## src/rtl/dac_bus_loader.sv

```systemverilog
module dac_bus_loader #(
  parameter int ADDR_W = 16,
  parameter int CH_BITS = 2,
  parameter logic [ADDR_W-1:0] BASE_ADDR = 16'h04C0
) (
  input  logic                     clk,
  input  logic                     rst_n,
  input  logic [ADDR_W-1:0]        bus_addr,
  input  logic [7:0]               bus_data,
  input  logic                     bus_cs_n,
  input  logic                     bus_wr_n,
  input  logic                     left_just,
  input  logic                     bcast_mode,
  output logic [(1<<CH_BITS)-1:0]  ch_wr_n,
  output logic [3*(1<<CH_BITS)-1:0] ch_nib_n,
  output logic [(1<<CH_BITS)-1:0]  ch_ldac_n,
  output logic [11:0]              ch_data
);
  localparam int NUM_CH = 1 << CH_BITS;
  localparam int OFS_W  = CH_BITS + 2;
  localparam logic [OFS_W-1:0] BC_OFS = OFS_W'(2 * NUM_CH);

  logic [OFS_W-1:0] ofs;
  logic             wr_cyc, in_blk, hit_part, hit_bc, part;
  logic [CH_BITS-1:0] sel;
  logic [2:0]       nib_pat;
  logic [11:0]      data_d;
  logic [NUM_CH-1:0]   wr_d, ld_d;
  logic [3*NUM_CH-1:0] nib_d;

  assign ofs      = bus_addr[OFS_W-1:0];
  assign wr_cyc   = !bus_cs_n && !bus_wr_n;
  assign in_blk   = bus_addr[ADDR_W-1:OFS_W] == BASE_ADDR[ADDR_W-1:OFS_W];
  assign hit_part = wr_cyc && in_blk && !ofs[OFS_W-1];
  assign hit_bc   = wr_cyc && in_blk && (ofs == BC_OFS);
  assign part     = ofs[0];
  assign sel      = ofs[CH_BITS:1];

  always_comb begin
    if (left_just) nib_pat = part ? 3'b001 : 3'b110;
    else           nib_pat = part ? 3'b100 : 3'b011;
    if (!hit_part)     data_d = '0;
    else if (left_just) data_d = part ? {8'h00, bus_data[7:4]} : {bus_data, 4'h0};
    else               data_d = part ? {bus_data[3:0], 8'h00} : {4'h0, bus_data};
  end

  for (genvar k = 0; k < NUM_CH; k++) begin : g_ch
    logic sel_k;
    assign sel_k = hit_part && (sel == CH_BITS'(k));
    assign wr_d[k] = sel_k || hit_bc;
    assign ld_d[k] = (sel_k && part && !bcast_mode) || hit_bc;
    assign nib_d[3*k +: 3] = sel_k ? nib_pat : 3'b000;
  end

  always_ff @(posedge clk or negedge rst_n) begin
    if (!rst_n) begin
      ch_wr_n   <= '1;
      ch_nib_n  <= '1;
      ch_ldac_n <= '1;
      ch_data   <= '0;
    end else begin
      ch_wr_n   <= ~wr_d;
      ch_nib_n  <= ~nib_d;
      ch_ldac_n <= ~ld_d;
      ch_data   <= data_d;
    end
  end
endmodule


```

## config.mk

```make
export PLATFORM = sky130hd
export DESIGN_NAME = dac_bus_loader
export DESIGN_NICKNAME = d
export VERILOG_FILES = /design/src/rtl/dac_bus_loader.sv
export SDC_FILE = /design/constraint.sdc
export NUM_CORES = 1
export LEC_CHECK = 0
export ABC_AREA = 1
export CORE_ASPECT_RATIO = 0.6
export CORE_MARGIN = 10
export CORE_UTILIZATION = 55
export DETAILED_ROUTE_END_ITERATION = 6
export DONT_BUFFER_PORTS = 1
export GPL_ROUTABILITY_DRIVEN = 0
export GPL_TIMING_DRIVEN = 0
export PLACE_DENSITY = 0.79
export SETUP_SLACK_MARGIN = 0.05
export SKIP_CTS_REPAIR_TIMING = 1
export SLEW_MARGIN = 10
export SYNTH_ARGS = -nofsm -noshare
export SYNTH_HDL_FRONTEND = slang
export SYNTH_SLANG_ARGS = --single-unit
export TNS_END_PERCENT = 30
```

## constraint.sdc

```tcl
create_clock -name clk -period 1.2 [get_ports clk]
set_clock_uncertainty 0.1 [all_clocks]
set_input_delay 0.24 -clock clk [delete_from_list [all_inputs] [get_ports clk]]
set_output_delay 0.24 -clock clk [all_outputs]
set_load 0.03 [all_outputs]
```

### Yosys cells after proc, flatten, opt, wreduce, memory -nomap -nowiden

Cells that the tools add are included.

| cells by class | value |
|---|---|
| equal/unequal tests | 5 |
| mux-type cells | 11 |
| bitwise logic cells | 3 |
| reductions and logical operators | 29 |

Operator list:

| operator | count |
|---|---|
| 12-bit two-way mux | 4 |
| 3-bit two-way mux | 7 |
| 1-bit logical AND | 16 |
| 12-bit by 7-bit == test with 1-bit output (second input constant) | 1 |
| 12-bit inverter | 1 |
| 1-bit logical OR | 8 |
| 4-bit inverter | 2 |
| 2-bit == test (second input constant) | 2 |
| 4-bit == test (second input constant) | 1 |
| 1-bit logical NOT | 4 |
| 2-bit by 1-bit == test with 1-bit output (second input constant) | 1 |
| 2-bit logical NOT | 1 |

| storage, ports and cells | value |
|---|---|
| register bits after elaboration | 32 |
| output and inout bits | 32 |
| word-level logic and storage cells | 52 |

### Depth between registers and ports, before layout

| logic depth | value |
|---|---|
| depth in word-level cells | 9 |
| depth in mapped cells | 7 |

### Worst setup path after synthesis

OpenSTA, ideal clock, no wires.

| timing | value |
|---|---|
| path type | input to register |
| from | in left_just |
| to | reg ch_nib_n[1] |
| library setup time | 0.066 ns |
| arrival | 1.097 ns |
| setup slack | -0.063 ns |
| stages | 5 |
| buffers on the path | 1 |
| cell sequence | clkbuf_1 -> inv_1 -> ha_1 -> or2_2 -> nand4_1 |

| on the way | value |
|---|---|
| longest elaborated chain between the ends | 3 |

RTL lines:

| what | RTL line | RTL |
|---|---|---|
| from (decl) | 12 | `input logic left_just,` |
| 3-bit two-way mux | 40 | `if (left_just) nib_pat = part ? 3'b001 : 3'b110;` |
| 3-bit two-way mux | 52 | `assign nib_d[3*k +: 3] = sel_k ? nib_pat : 3'b000;` |
| 12-bit inverter | 63 | `ch_nib_n <= ~nib_d;` |
| to (signal assigned) | 63 |  |
| to (decl) | 15 | `output logic [3*(1<<CH_BITS)-1:0] ch_nib_n,` |

No other way between the ends.

### Worst setup path after layout

| timing | value |
|---|---|
| from | reg ch_wr_n[0] |
| to | out ch_wr_n[0] |

RTL lines:

| what | RTL line | RTL |
|---|---|---|
| from (decl) | 14 | `output logic [(1<<CH_BITS)-1:0] ch_wr_n,` |
| from (signal assigned) | 62 | `ch_wr_n <= ~wr_d;` |

No word-level cell between the ends.

==> qor_table.md <==
| Metric | Reported | Unit |
| --- | --- | --- |
| Hold Violations, Final | 0 | - |
| Worst path required time | 0.86 | ns |
| Total via count after detailed routing | 975 | - |
| Clock tree from TritonCTS | built | - |
| Source of the critical timing path | ch_wr_n[0] | - |
| Worst setup path class | reg2out | - |
| Horiz. Die Dim | 85.5 | um |
| P&R area growth vs syn | 13.4 | % |
| Power per cell area | 1390 | mW/mm2 |
| Number of filler instances in the final layout | 188 | - |
| Status | finished with violations | - |
| Overall die height | 59.3 | um |
| Final antenna-violating net count | 0 | - |
| Final HPWL DP | 2470 | um |
| Max Clk Rate | 0.802 | GHz |
| Relative slew slack | 59.8 | % |
| Post-Route WL | 3120 | um |
| Count of input and output buffers | 0 | - |
| Initial antenna violation count | 0 | - |
| 1st-pass router iterations | 4 | - |
| Row count | 14 | - |
| Register cell area after layout | 827 | um2 |
| Synthesized-area fraction occupied by ao, oa, aoi and oai cells | 6.28 | % |
| DIE AREA | 0.00507 | mm2 |
| Leftover overflow at the end of global routing | 0 | - |
| Unrepaired setup endpoints after global routing | true | - |
| Most frequent cells in the layout | nand2_1 (31), inv_1 (23), dfstp_2 (20), dfrtp_1 (11), nor2_2 (9) | - |
| Number of placed instances, taps included | 174 | - |
| Avg WL per Cell | 16.9 | um |
| Number of global-route vias before repair | 967 | - |
| Synth Warn # | 0 | - |
| Worst Min Path Start | bus_addr[2] | - |
| Buffer cell driving the clock tree root | clkbuf_8 | - |
| Synthesized cell area | 0.00142 | mm2 |
| CP Data Arrival Time | 0.91 | ns |
| Setup WS pre-CTS | -0.0521 | ns |
| Area of combinational cells with multiple inputs | 478 | um2 |
| Number of H-tree levels | 2 | - |
| Worst-Margin Slew | 0.601 | ns |
| Pin count of the biggest net entering global routing | 33 | - |
| I/O pin cnt | 62 | - |
| Number of nets in the finished design | 183 | - |
| Synth Area in Simple Gates | 25.6 | % |
| Cell Area, Placed | 0.00146 | mm2 |
| Final critical-path required period | 1.25 | ns |
| Total global routing track utilization | 11.9 | % |
| Post-detailed-route DRC marker count | 0 | - |
| Average size of a mapped cell | 9.97 | um2 |
| Final design area excluding fillers | 0.00160 | mm2 |
| DR vias/cell | 5.30 | - |
| Number of library cell types mapped by synthesis | 26 | - |
| Arithmetic-cell share of the synthesized area counting full adders, half adders and majority gates | 1.77 | % |
| Core box area | 0.00249 | mm2 |
| Critical-path maximum fanout | 1 | - |
| CP endpoint kind | primary output | - |
| Deepest clock path buffer count | 2 | - |
| Worst-case setup margin in the final layout | -0.0469 | ns |
| Fin crit share | 104 | % |
| Final number of max-transition violations | 0 | - |
| Proportion of synthesized area in mux cells | 0 | % |
| Setup TNS after final layout | -0.758 | ns |
| Type of the tightest min-delay check | in2reg | - |
| Clock sink count | 32 | - |
| Count of routing violations after the opening detailed-route iteration | 114 | - |
| Leading cell type in the layout, fill and taps excluded | nand2_1 | - |
| Largest cells by area after synthesis | dfstp_2 (37%), dfrtp_1 (21%), nand2_1 (8.2%) | - |
| Antenna Cells | 0 | - |
| Nature of the critical path startpoint | flop | - |
| Combinational family with the most area after synthesis | simple AND/OR/NAND/NOR gates | - |
| Syn nets | 174 | - |
| Peak VDD IR | 610 | uV |
| Clock-pin slew on the worst setup and hold paths | 0.07 | ns |
| Layout Cells excl Fill | 184 | - |
| Yosys reg bits | 32 | - |
| Share of the synthesized netlist area taken by xor and xnor gates | 0 | % |
| Library cell occupying the most area in the post-synthesis netlist | dfstp_2 | - |
| Fraction of layout cells with a size suffix above 1 | 34.9 | % |
| Total leakage power | 0.754 | nW |
| Instance count of the mapped netlist | 142 | - |
| Setup-violating endpoint count in the final report | 20 | - |
| Fraction of post-synthesis cell area in the top cell type by area | 37.1 | % |
| Worst hold-check slack | 0.0203 | ns |
| Reported max-cap violation count | 0 | - |
| Num CTS Buffers | 5 | - |
| Violated checks | negative setup slack | - |
| Starting density of the core | 56.9 | % |
| Share of the yosys chip area belonging to registers | 58.4 | % |
| Wire length of the first global-routing pass | 4730 | um |
==> cell families (layout without fill, tap and decap cells) <==
logic type / count (synthesis) / in the layout
flip-flops: 32 / 32
buffers and inverters: 28 / 38
AND/OR/NAND/NOR: 67 / 67
AO/OA/AOI/OAI: 13 / 13
adder cells (fa/ha/maj): 2 / 2
==> power by group <==
group,switching [mW],internal (mW),leakage (nW)
clock,0.388,0.613,0.0541
combinational,0.0952,0.0486,0.323
sequential,0.0000319,1.08,0.376
total,0.483,1.74,0.754
==> cells in the mapped netlist, drive strengths merged <==
| master | number |
|---|---|
| nand3 | 3 |
| ha | 2 |
| clkbuf | 1 |
| buf | 2 |
| dfrtp | 12 |
| a22oi | 4 |
| nand4 | 7 |
| nand2 | 31 |
| and2 | 1 |
| inv | 25 |
| nor3 | 4 |
| nor2 | 19 |
| o211ai | 4 |
| o21ai | 5 |
| or2 | 2 |
| dfstp | 20 |
==> sequential cells by signal, indices dropped and copies added (netlist names) <==
signal and count:
ch_ldac_n 4, ch_data 12, ch_wr_n 4, ch_nib_n 12
==> stage by stage <==
step / power [mW] / util, %
final: 2.23 / 64.5
after global routing: 2.31 / 64.5
after CTS: 2.22 / 63.2
after detailed placement: 1.21 / 58.8
after global placement: 1.21 / 58.8
after floorplan: 1.19 / -
==> metal layers <==
layer  wire [um]  part of all wire (%)  track usage (%)  vias up
li1            -                     -                -      466
met1        1270                    41             13.4      449
met2        1480                    47             18.3       58
met3         335                    11             5.91        2
met4          30                  0.96             6.31        0
met5           0                     0                0        -
==> worst paths after layout <==
path                                to  slack (ns)  depth (start not counted)
max                         ch_wr_n[0]       -0.05                          0
min                        ch_nib_n[2]        0.02                          2
max in group asynchronous  ch_nib_n[4]        0.44                          2
min in group asynchronous   ch_data[7]        0.32                          2
==> final cells by class <==
class	count	area share [%]
tap	32	2.50
timing repair buffer	2	1.87
inverter	25	5.85
sequential	32	51.6
clock buffer	5	4.29
multi-input combinational	82	29.8
buffer	3	1.48
clock inverter	3	2.65
Note: power is estimated with default switching activity, not from simulation.
